**src/rtl/wdt_pkg.sv**
```systemverilog
package wdt_pkg;
  typedef enum logic [1:0] {
    ACT_NONE  = 2'd0,
    ACT_IRQ   = 2'd1,
    ACT_NMI   = 2'd2,
    ACT_RESET = 2'd3
  } act_e;

  localparam int unsigned CTRL_WORD  = 0;
  localparam int unsigned TIMER_WORD = 1;
endpackage

```
**src/rtl/wdt_regs.sv**
```systemverilog
module wdt_regs
  import wdt_pkg::*;
#(
  parameter int unsigned AW = 4,
  parameter int unsigned DW = 32
) (
  input  logic          clk_i,
  input  logic          rst_ni,
  input  logic [AW-1:0] addr_i,
  input  logic          wr_en_i,
  input  logic [DW-1:0] wdata_i,
  input  logic [DW-1:0] cnt_i,
  input  logic          flag_i,
  output act_e          act_o,
  output logic          tmr_wr_o,
  output logic [DW-1:0] tmr_wdata_o,
  output logic [DW-1:0] rdata_o
);
  localparam int unsigned WW = AW - 2;

  logic          aligned;
  logic [WW-1:0] word;
  logic          ctrl_sel, tmr_sel;
  act_e          act_q;

  assign aligned  = (addr_i[1:0] == 2'b00);
  assign word     = addr_i[AW-1:2];
  assign ctrl_sel = aligned && (word == WW'(CTRL_WORD));
  assign tmr_sel  = aligned && (word == WW'(TIMER_WORD));

  always_ff @(posedge clk_i or negedge rst_ni) begin
    if (!rst_ni)                  act_q <= ACT_NONE;
    else if (wr_en_i && ctrl_sel) act_q <= act_e'(wdata_i[1:0]);
  end

  assign act_o       = act_q;
  assign tmr_wr_o    = wr_en_i && tmr_sel;
  assign tmr_wdata_o = wdata_i;

  always_comb begin
    rdata_o = '0;
    if (ctrl_sel)     rdata_o = {flag_i, {(DW-3){1'b0}}, act_q};
    else if (tmr_sel) rdata_o = cnt_i;
  end
endmodule

```
**src/rtl/wdt_timer.sv**
```systemverilog
module wdt_timer
  import wdt_pkg::*;
#(
  parameter int unsigned DW       = 32,
  parameter int unsigned LOAD_LAT = 3
) (
  input  logic          clk_i,
  input  logic          rst_ni,
  input  act_e          act_i,
  input  logic          tmr_wr_i,
  input  logic [DW-1:0] tmr_wdata_i,
  output logic [DW-1:0] cnt_o,
  output logic          pend_o,
  output logic          expire_o
);
  localparam int unsigned LW = (LOAD_LAT > 0) ? $clog2(LOAD_LAT + 1) : 1;

  logic          load;
  logic [DW-1:0] load_val;
  logic [DW-1:0] cnt_q;
  logic          fired_q;

  generate
    if (LOAD_LAT == 0) begin : g_direct
      assign load     = tmr_wr_i;
      assign load_val = tmr_wdata_i;
      assign pend_o   = 1'b0;
    end else begin : g_delayed
      logic [LW-1:0] lat_q;
      logic [DW-1:0] val_q;
      always_ff @(posedge clk_i or negedge rst_ni) begin
        if (!rst_ni) begin
          lat_q <= '0;
          val_q <= '0;
        end else if (tmr_wr_i) begin
          lat_q <= LW'(LOAD_LAT);
          val_q <= tmr_wdata_i;
        end else if (lat_q != '0) begin
          lat_q <= lat_q - 1'b1;
        end
      end
      assign load     = (lat_q == LW'(1));
      assign load_val = val_q;
      assign pend_o   = (lat_q != '0);
    end
  endgenerate

  // an in-flight refresh suppresses expiry
  assign expire_o = (act_i != ACT_NONE) && (cnt_q == '0) && !fired_q
                    && !pend_o && !tmr_wr_i;

  always_ff @(posedge clk_i or negedge rst_ni) begin
    if (!rst_ni)                                  cnt_q <= '0;
    else if (load)                                cnt_q <= load_val;
    else if (act_i != ACT_NONE && cnt_q != '0)    cnt_q <= cnt_q - 1'b1;
  end

  always_ff @(posedge clk_i or negedge rst_ni) begin
    if (!rst_ni)       fired_q <= 1'b0;
    else if (load)     fired_q <= 1'b0;
    else if (expire_o) fired_q <= 1'b1;
  end

  assign cnt_o = cnt_q;
endmodule

```
**src/rtl/wdt_action.sv**
```systemverilog
module wdt_action
  import wdt_pkg::*;
(
  input  logic clk_i,
  input  logic rst_ni,
  input  logic por_ni,
  input  act_e act_i,
  input  logic expire_i,
  input  logic tmr_wr_i,
  output logic irq_o,
  output logic nmi_o,
  output logic rst_req_o,
  output logic flag_o
);
  logic irq_q, nmi_q, req_q, flag_q;

  always_ff @(posedge clk_i or negedge rst_ni) begin
    if (!rst_ni) begin
      irq_q <= 1'b0;
      nmi_q <= 1'b0;
      req_q <= 1'b0;
    end else begin
      req_q <= expire_i && (act_i == ACT_RESET);
      if (expire_i && act_i == ACT_IRQ) irq_q <= 1'b1;
      else if (tmr_wr_i)                irq_q <= 1'b0;
      if (expire_i && act_i == ACT_NMI) nmi_q <= 1'b1;
      else if (tmr_wr_i)                nmi_q <= 1'b0;
    end
  end

  // survives functional reset
  always_ff @(posedge clk_i or negedge por_ni) begin
    if (!por_ni)                                flag_q <= 1'b0;
    else if (expire_i && act_i == ACT_RESET)    flag_q <= 1'b1;
  end

  assign irq_o     = irq_q;
  assign nmi_o     = nmi_q;
  assign rst_req_o = req_q;
  assign flag_o    = flag_q;
endmodule

```
**src/rtl/expiry_watchdog.sv**
```systemverilog
module expiry_watchdog
  import wdt_pkg::*;
#(
  parameter int unsigned AW       = 4,
  parameter int unsigned DW       = 32,
  parameter int unsigned LOAD_LAT = 3
) (
  input  logic          clk_i,
  input  logic          rst_ni,
  input  logic          por_ni,
  input  logic [AW-1:0] addr_i,
  input  logic          wr_en_i,
  input  logic [DW-1:0] wdata_i,
  output logic [DW-1:0] rdata_o,
  output logic          irq_o,
  output logic          nmi_o,
  output logic          chip_rst_req_o
);
  act_e          act_w;
  logic          tmr_wr_w;
  logic [DW-1:0] tmr_wdata_w;
  logic [DW-1:0] cnt_w;
  logic          pend_w;
  logic          expire_w;
  logic          flag_w;

  wdt_regs #(.AW(AW), .DW(DW)) u_regs (
    .clk_i       (clk_i),
    .rst_ni      (rst_ni),
    .addr_i      (addr_i),
    .wr_en_i     (wr_en_i),
    .wdata_i     (wdata_i),
    .cnt_i       (cnt_w),
    .flag_i      (flag_w),
    .act_o       (act_w),
    .tmr_wr_o    (tmr_wr_w),
    .tmr_wdata_o (tmr_wdata_w),
    .rdata_o     (rdata_o)
  );

  wdt_timer #(.DW(DW), .LOAD_LAT(LOAD_LAT)) u_timer (
    .clk_i       (clk_i),
    .rst_ni      (rst_ni),
    .act_i       (act_w),
    .tmr_wr_i    (tmr_wr_w),
    .tmr_wdata_i (tmr_wdata_w),
    .cnt_o       (cnt_w),
    .pend_o      (pend_w),
    .expire_o    (expire_w)
  );

  wdt_action u_action (
    .clk_i     (clk_i),
    .rst_ni    (rst_ni),
    .por_ni    (por_ni),
    .act_i     (act_w),
    .expire_i  (expire_w),
    .tmr_wr_i  (tmr_wr_w),
    .irq_o     (irq_o),
    .nmi_o     (nmi_o),
    .rst_req_o (chip_rst_req_o),
    .flag_o    (flag_w)
  );
endmodule

```
**config.mk**
```make
export PLATFORM = sky130hd
export DESIGN_NAME = expiry_watchdog
export DESIGN_NICKNAME = d
export VERILOG_FILES = /design/src/rtl/wdt_pkg.sv /design/src/rtl/wdt_regs.sv /design/src/rtl/wdt_timer.sv /design/src/rtl/wdt_action.sv /design/src/rtl/expiry_watchdog.sv
export SDC_FILE = /design/constraint.sdc
export NUM_CORES = 1
export LEC_CHECK = 0
export ABC_AREA = 1
export BUFFER_PORTS_ARGS = -buffer_cell sky130_fd_sc_hd__buf_2
export CAP_MARGIN = 20
export CORE_AREA = 2 2 126 91
export CTS_BUF_LIST = sky130_fd_sc_hd__clkbuf_8
export DETAILED_ROUTE_END_ITERATION = 6
export DIE_AREA = 0 0 128 93
export PLACE_DENSITY = 0.69
export SKIP_LAST_GASP = 1
export SYNTH_ARGS = -nofsm -noshare
export SYNTH_HDL_FRONTEND = slang
export SYNTH_SLANG_ARGS = --single-unit
```
**constraint.sdc**
```tcl
create_clock -name clk_i -period 2.5 [get_ports clk_i]
set_clock_uncertainty 0.1 [all_clocks]
set_input_delay 0.125 -clock clk_i [delete_from_list [all_inputs] [get_ports clk_i]]
set_output_delay 0.125 -clock clk_i [all_outputs]
set_load 0.03 [all_outputs]
```
### Word level (Yosys, flattened, before mapping)

Index checks and enable logic that the tools add are counted.

* bits in registers: 73
* bits of input ports: 40
* logic and storage cells: 53

* add/sub/neg operators: 2
* equal/unequal tests: 5
* muxes and demuxes: 11
* reductions and logical operators: 26

Operator list (number)
* two-way mux 32 bit: 4
* zero test 32 bit: 1
* nonzero test 32 bit: 1
* subtractor 32 x 1 -> 32 bit, second input constant: 1
* nonzero test 2 bit: 7
* logical AND 1 bit: 12
* == test 2 x 1 -> 1 bit, second input constant: 3
* two-way mux 1 bit: 5
* == test 2 bit, second input constant: 2
* zero test 2 bit: 2
* two-way mux 2 bit: 2
* zero test 1 bit: 3
* subtractor 2 x 1 -> 2 bit, second input constant: 1

### Logic depth before layout (Yosys ltp)

* word-level depth: 7
* mapped depth: 11
* gate-level depth less buffers: 11

### Hierarchy

Synthesis repeated with hierarchy kept, for this count alone.

* cells, all modules: 713
* area total of the unflattened synthesis: 4802.1 um2

Modules (own cells, without submodules)
* wdt_timer: times used 1, cells each 579, area each 3893.7 um2
* wdt_regs: times used 1, cells each 117, area each 755.7 um2
* wdt_action: times used 1, cells each 17, area each 152.6 um2

### Worst setup path after synthesis

Ideal clock, no wire load.

* kind: reg2reg
* from: register u_timer.cnt_q[1], in the netlist u_timer.cnt_o[1]
* to: register u_timer.cnt_q[5], in the netlist u_timer.cnt_o[5]
* setup time: 0.119 ns
* arrival time: 1.568 ns
* setup slack: 0.713 ns
* cell stages (with the launch flop): 11
* buffers on the path: 1
* period minus slack after synthesis: 1.787 ns
* path through: dfrtp_1 inv_1 ha_1 nand2_2 nor2_4 nand2_2 o21ai_2 nand2_1 buf_4 nand2_1 o21ai_2

* longest elaborated chain between the ends: 3

Ends and longest elaborated chain
* from (decl): line wdt_timer.sv:20 `logic [DW-1:0] cnt_q;`
* from (signal assigned): line wdt_timer.sv:54 `else if (load) cnt_q <= load_val;`
* from (signal assigned): line wdt_timer.sv:55 `else if (act_i != ACT_NONE && cnt_q != '0) cnt_q <= cnt_q - 1'b1;`
* subtractor 32 x 1 -> 32 bit or nonzero test 32 bit (tied branches): line wdt_timer.sv:55
* two-way mux 32 bit or logical AND 1 bit (tied branches): line wdt_timer.sv:55
* two-way mux 32 bit or nonzero test 2 bit (tied branches)

Parallel ways exist; a longest one is shown, timed or not. The select of a mux whose other input is x is not followed.
A chain may end at the register's enable or synchronous reset.

### Worst setup path after layout

* from: register u_timer.cnt_q[0], in the netlist u_timer.cnt_o[0]
* to: register u_timer.cnt_q[4], in the netlist u_timer.cnt_o[4]

Same word-level chain as after synthesis.

==> results.json <==
{
  "synth.yosys.seq_area_share": 0.4344,
  "fin_tns_setup_ps": 0,
  "n_fill_cell": 1074,
  "ff_latch_area_sq_um": 1827,
  "vias": 4082,
  "groute.usage.overall": 0.2089,
  "worstRegToRegCells": 9,
  "hold_path_end": "u_regs.act_o[0]",
  "coreArea_sq_um": 10730,
  "worst_slack_ps": 360.3,
  "cts_buffers": 9,
  "cp-end-kind": "flop",
  "cts.sink_count": 73,
  "power_w": 0.004989,
  "route.detailed.drc": 0,
  "power_frac_seq": 0.364,
  "drt_pre_antenna_iters": 5,
  "slew_violations": 0,
  "final_antenna_net_count": 0,
  "postCtsSetupBuffers": 0,
  "antenna_cells": 0,
  "grt-ovfl-total": 0,
  "syn_area_sq_um": 4205,
  "drtIter0Drc": 429,
  "syn_nets": 650,
  "synth_area_per_cell_sq_um": 6.928,
  "ys_top_cells_by_area": "dfrtp_1, nand2_1, nor2_1",
  "period_minus_slack_ps": 2140,
  "drive_gt1_frac": 0.1699,
  "r2r-end": "u_timer.cnt_o[4]",
  "rows": 32,
  "swShare": 0.4545,
  "htree_levels": 3,
  "antenna_found_initial": 0,
  "grt_max_degree": 32,
  "cts_resized": 0,
  "leakage_nw": 2.826,
  "max_freq_mhz": 467.4,
  "timing.reg2reg.setup_slack_ps": 360,
  "viasPerCell": 4.747,
  "reg2reg_from": "u_timer.cnt_o[0]",
  "path_max_fanout": 11,
  "power_density_nw_per_um2": 941.3,
  "setup_violations": 0,
  "rsz0062_at_grt": "no",
  "whs_path_depth": 4,
  "cp.arrival_ps": 2270,
  "synth-warning-count": 0,
  "tightest_slew_ps": 535.2,
  "layout_commonest_cell": "nand2_1",
  "dp_hpwl_microns": 8568,
  "power_frac_comb": 0.457,
  "ys_ff_latch": 73,
  "yosysTopAreaCellShare": 0.4344,
  "clkLatencyLatePin_ps": 360,
  "io_pins": 75,
  "relSlewSlack": 0.6419,
  "cts-root-buf": "clkbuf_8",
  "dieHeight_microns": 93,
  "dieArea_sq_um": 11900,
  "syn2layout_area_growth_pct": 26.03,
  "cts.path.max_buffers": 2,
  "fin_crit_sh": 0.8559,
  "hp-class": "in2reg",
  "final_cell_mix": "nand2_1, nor2_1, buf_2",
  "cts_tree": "yes",
  "finalWirelength_microns": 11750,
  "cp.required_ps": 2630,
  "dieWidth_microns": 128,
  "synth_top_cell_by_area": "dfrtp_1",
  "holdWs_ps": 58.87,
  "start_kind": "flop",
  "initial_core_util": 0.3919,
  "synth.distinct_cells": 24,
  "drv_cap": 0,
  "criticalPathCategory": "reg2reg",
  "multi_input_area_sq_um": 2048,
  "post-place-ws_ps": 391.6,
  "vdd_ir_drop_max_mv": 0.3892,
  "clockPowerShare": 0.179,
  "fin_nets": 762,
  "intPower_w": 0.002721,
  "path_clk_slew_ps": 80,
  "worstHoldStart": "addr_i[3]",
  "status": "finished, final reports clean",
  "p_switching_w": 0.002267,
  "finalHoldViolations": 0,
  "gp_congestion": 0.9406,
  "syn_inst": 607,
  "first_global_vias": 3959,
  "grt_pass1_wl_microns": 19310,
  "io_buffers": 74,
  "post_drt_wl_per_cell_microns": 13.66
}
==> worst max-delay path: stages, from the launching register on <==
cell     delay, ps
dfrtp_1        390
inv_2          100
ha_1           260
nand2_2        110
nor2_4         170
nand2_2        100
o21ai_2        200
nand2_1        310
nand3_1        200
o21ai_2         60
==> synth_stat cells <==
master	instances
clkbuf_1	15
o21ai_0	22
nor3_1	2
nand4_1	4
nor2_1	85
buf_6	4
o22ai_1	3
nor2_8	1
nand2_2	3
a21oi_1	2
nor2_4	3
nor2_2	4
nand3_2	5
nand3_1	40
ha_1	3
inv_2	1
or2_2	1
o21ai_2	6
inv_1	58
nand2_1	252
xor2_1	18
a21boi_0	1
dfrtp_1	73
buf_4	1
==> registers in the layout, summed over array words and instances, names as in the netlist <==
register                 count
u_action.irq_o               1
u_timer.g_delayed.val_q     32
u_timer.fired_q              1
u_action.flag_o              1
u_action.nmi_o               1
u_timer.cnt_o               32
u_action.rst_req_o           1
u_regs.act_o                 2
u_timer.g_delayed.lat_q      2
==> layer usage <==
layer / share of wire / up-vias / GRT usage
li1: - / 2079 / -
met5: 0 / - / 0
met4: 0.019 / 0 / 0.06960
met3: 0.073 / 18 / 0.04519
met2: 0.43 / 130 / 0.3119
met1: 0.48 / 1855 / 0.3012
==> cell type report <==
| type | count | area share |
|---|---|---|
| sequential | 73 | 0.3447 |
| tap | 136 | 0.03211 |
| inverter | 59 | 0.04178 |
| multi-input combinational | 455 | 0.3864 |
| clock buffer | 12 | 0.03116 |
| clock inverter | 4 | 0.005194 |
| timing repair buffer | 121 | 0.1586 |
==> per-stage QoR <==
step,cells,instance area (sq um),util
5_1_grt,860,5300,0.4939
2_1_floorplan,607,4205,-
6_report,860,5300,0.4939
4_1_cts,860,5300,0.4939
3_3_place_gp,807,4737,0.4415
3_5_place_dp,807,4737,0.4415
==> kinds of logic after synthesis <==
kind of cell | synth area share
DFF | 0.4344
AOI/OAI and AO/OA | 0.04731
adders and majority gates | 0.008927
xor gates and xnor gates | 0.03749
buffers and inverters | 0.07855
and+or+nand+nor | 0.3933
==> power groups by stage <==
stage               Sequential [W]  Combinational [W]  Clock, W
floorplan                  0.00173            0.00175         0
global placement           0.00182            0.00216         0
detailed placement         0.00183            0.00220         0
CTS                        0.00181            0.00226  0.000918
global route               0.00186            0.00258  0.000961
finish                     0.00182            0.00228  0.000893
==> worst max path at each step <==
stage,start,endpoint,slack [ps],depth (start not counted)
final,u_timer.cnt_o[0],u_timer.cnt_o[4],360,9
after global routing,u_timer.cnt_o[1],u_timer.cnt_o[4],200,9
after CTS,u_timer.cnt_o[0],u_timer.cnt_o[5],360,9
after detailed placement,u_timer.cnt_o[1],u_timer.cnt_o[5],390,9
after global placement,u_timer.cnt_o[1],u_timer.cnt_o[4],440,9
after floorplan,u_timer.cnt_o[1],u_timer.cnt_o[5],710,10
==> timing repair <==
action | 4_1_cts | 5_1_grt
setup endpoints to repair | 0 | 0
hold endpoints to repair | 56 | 0
hold buffers | 37 | 0
Power figures use the tool's default switching activity.
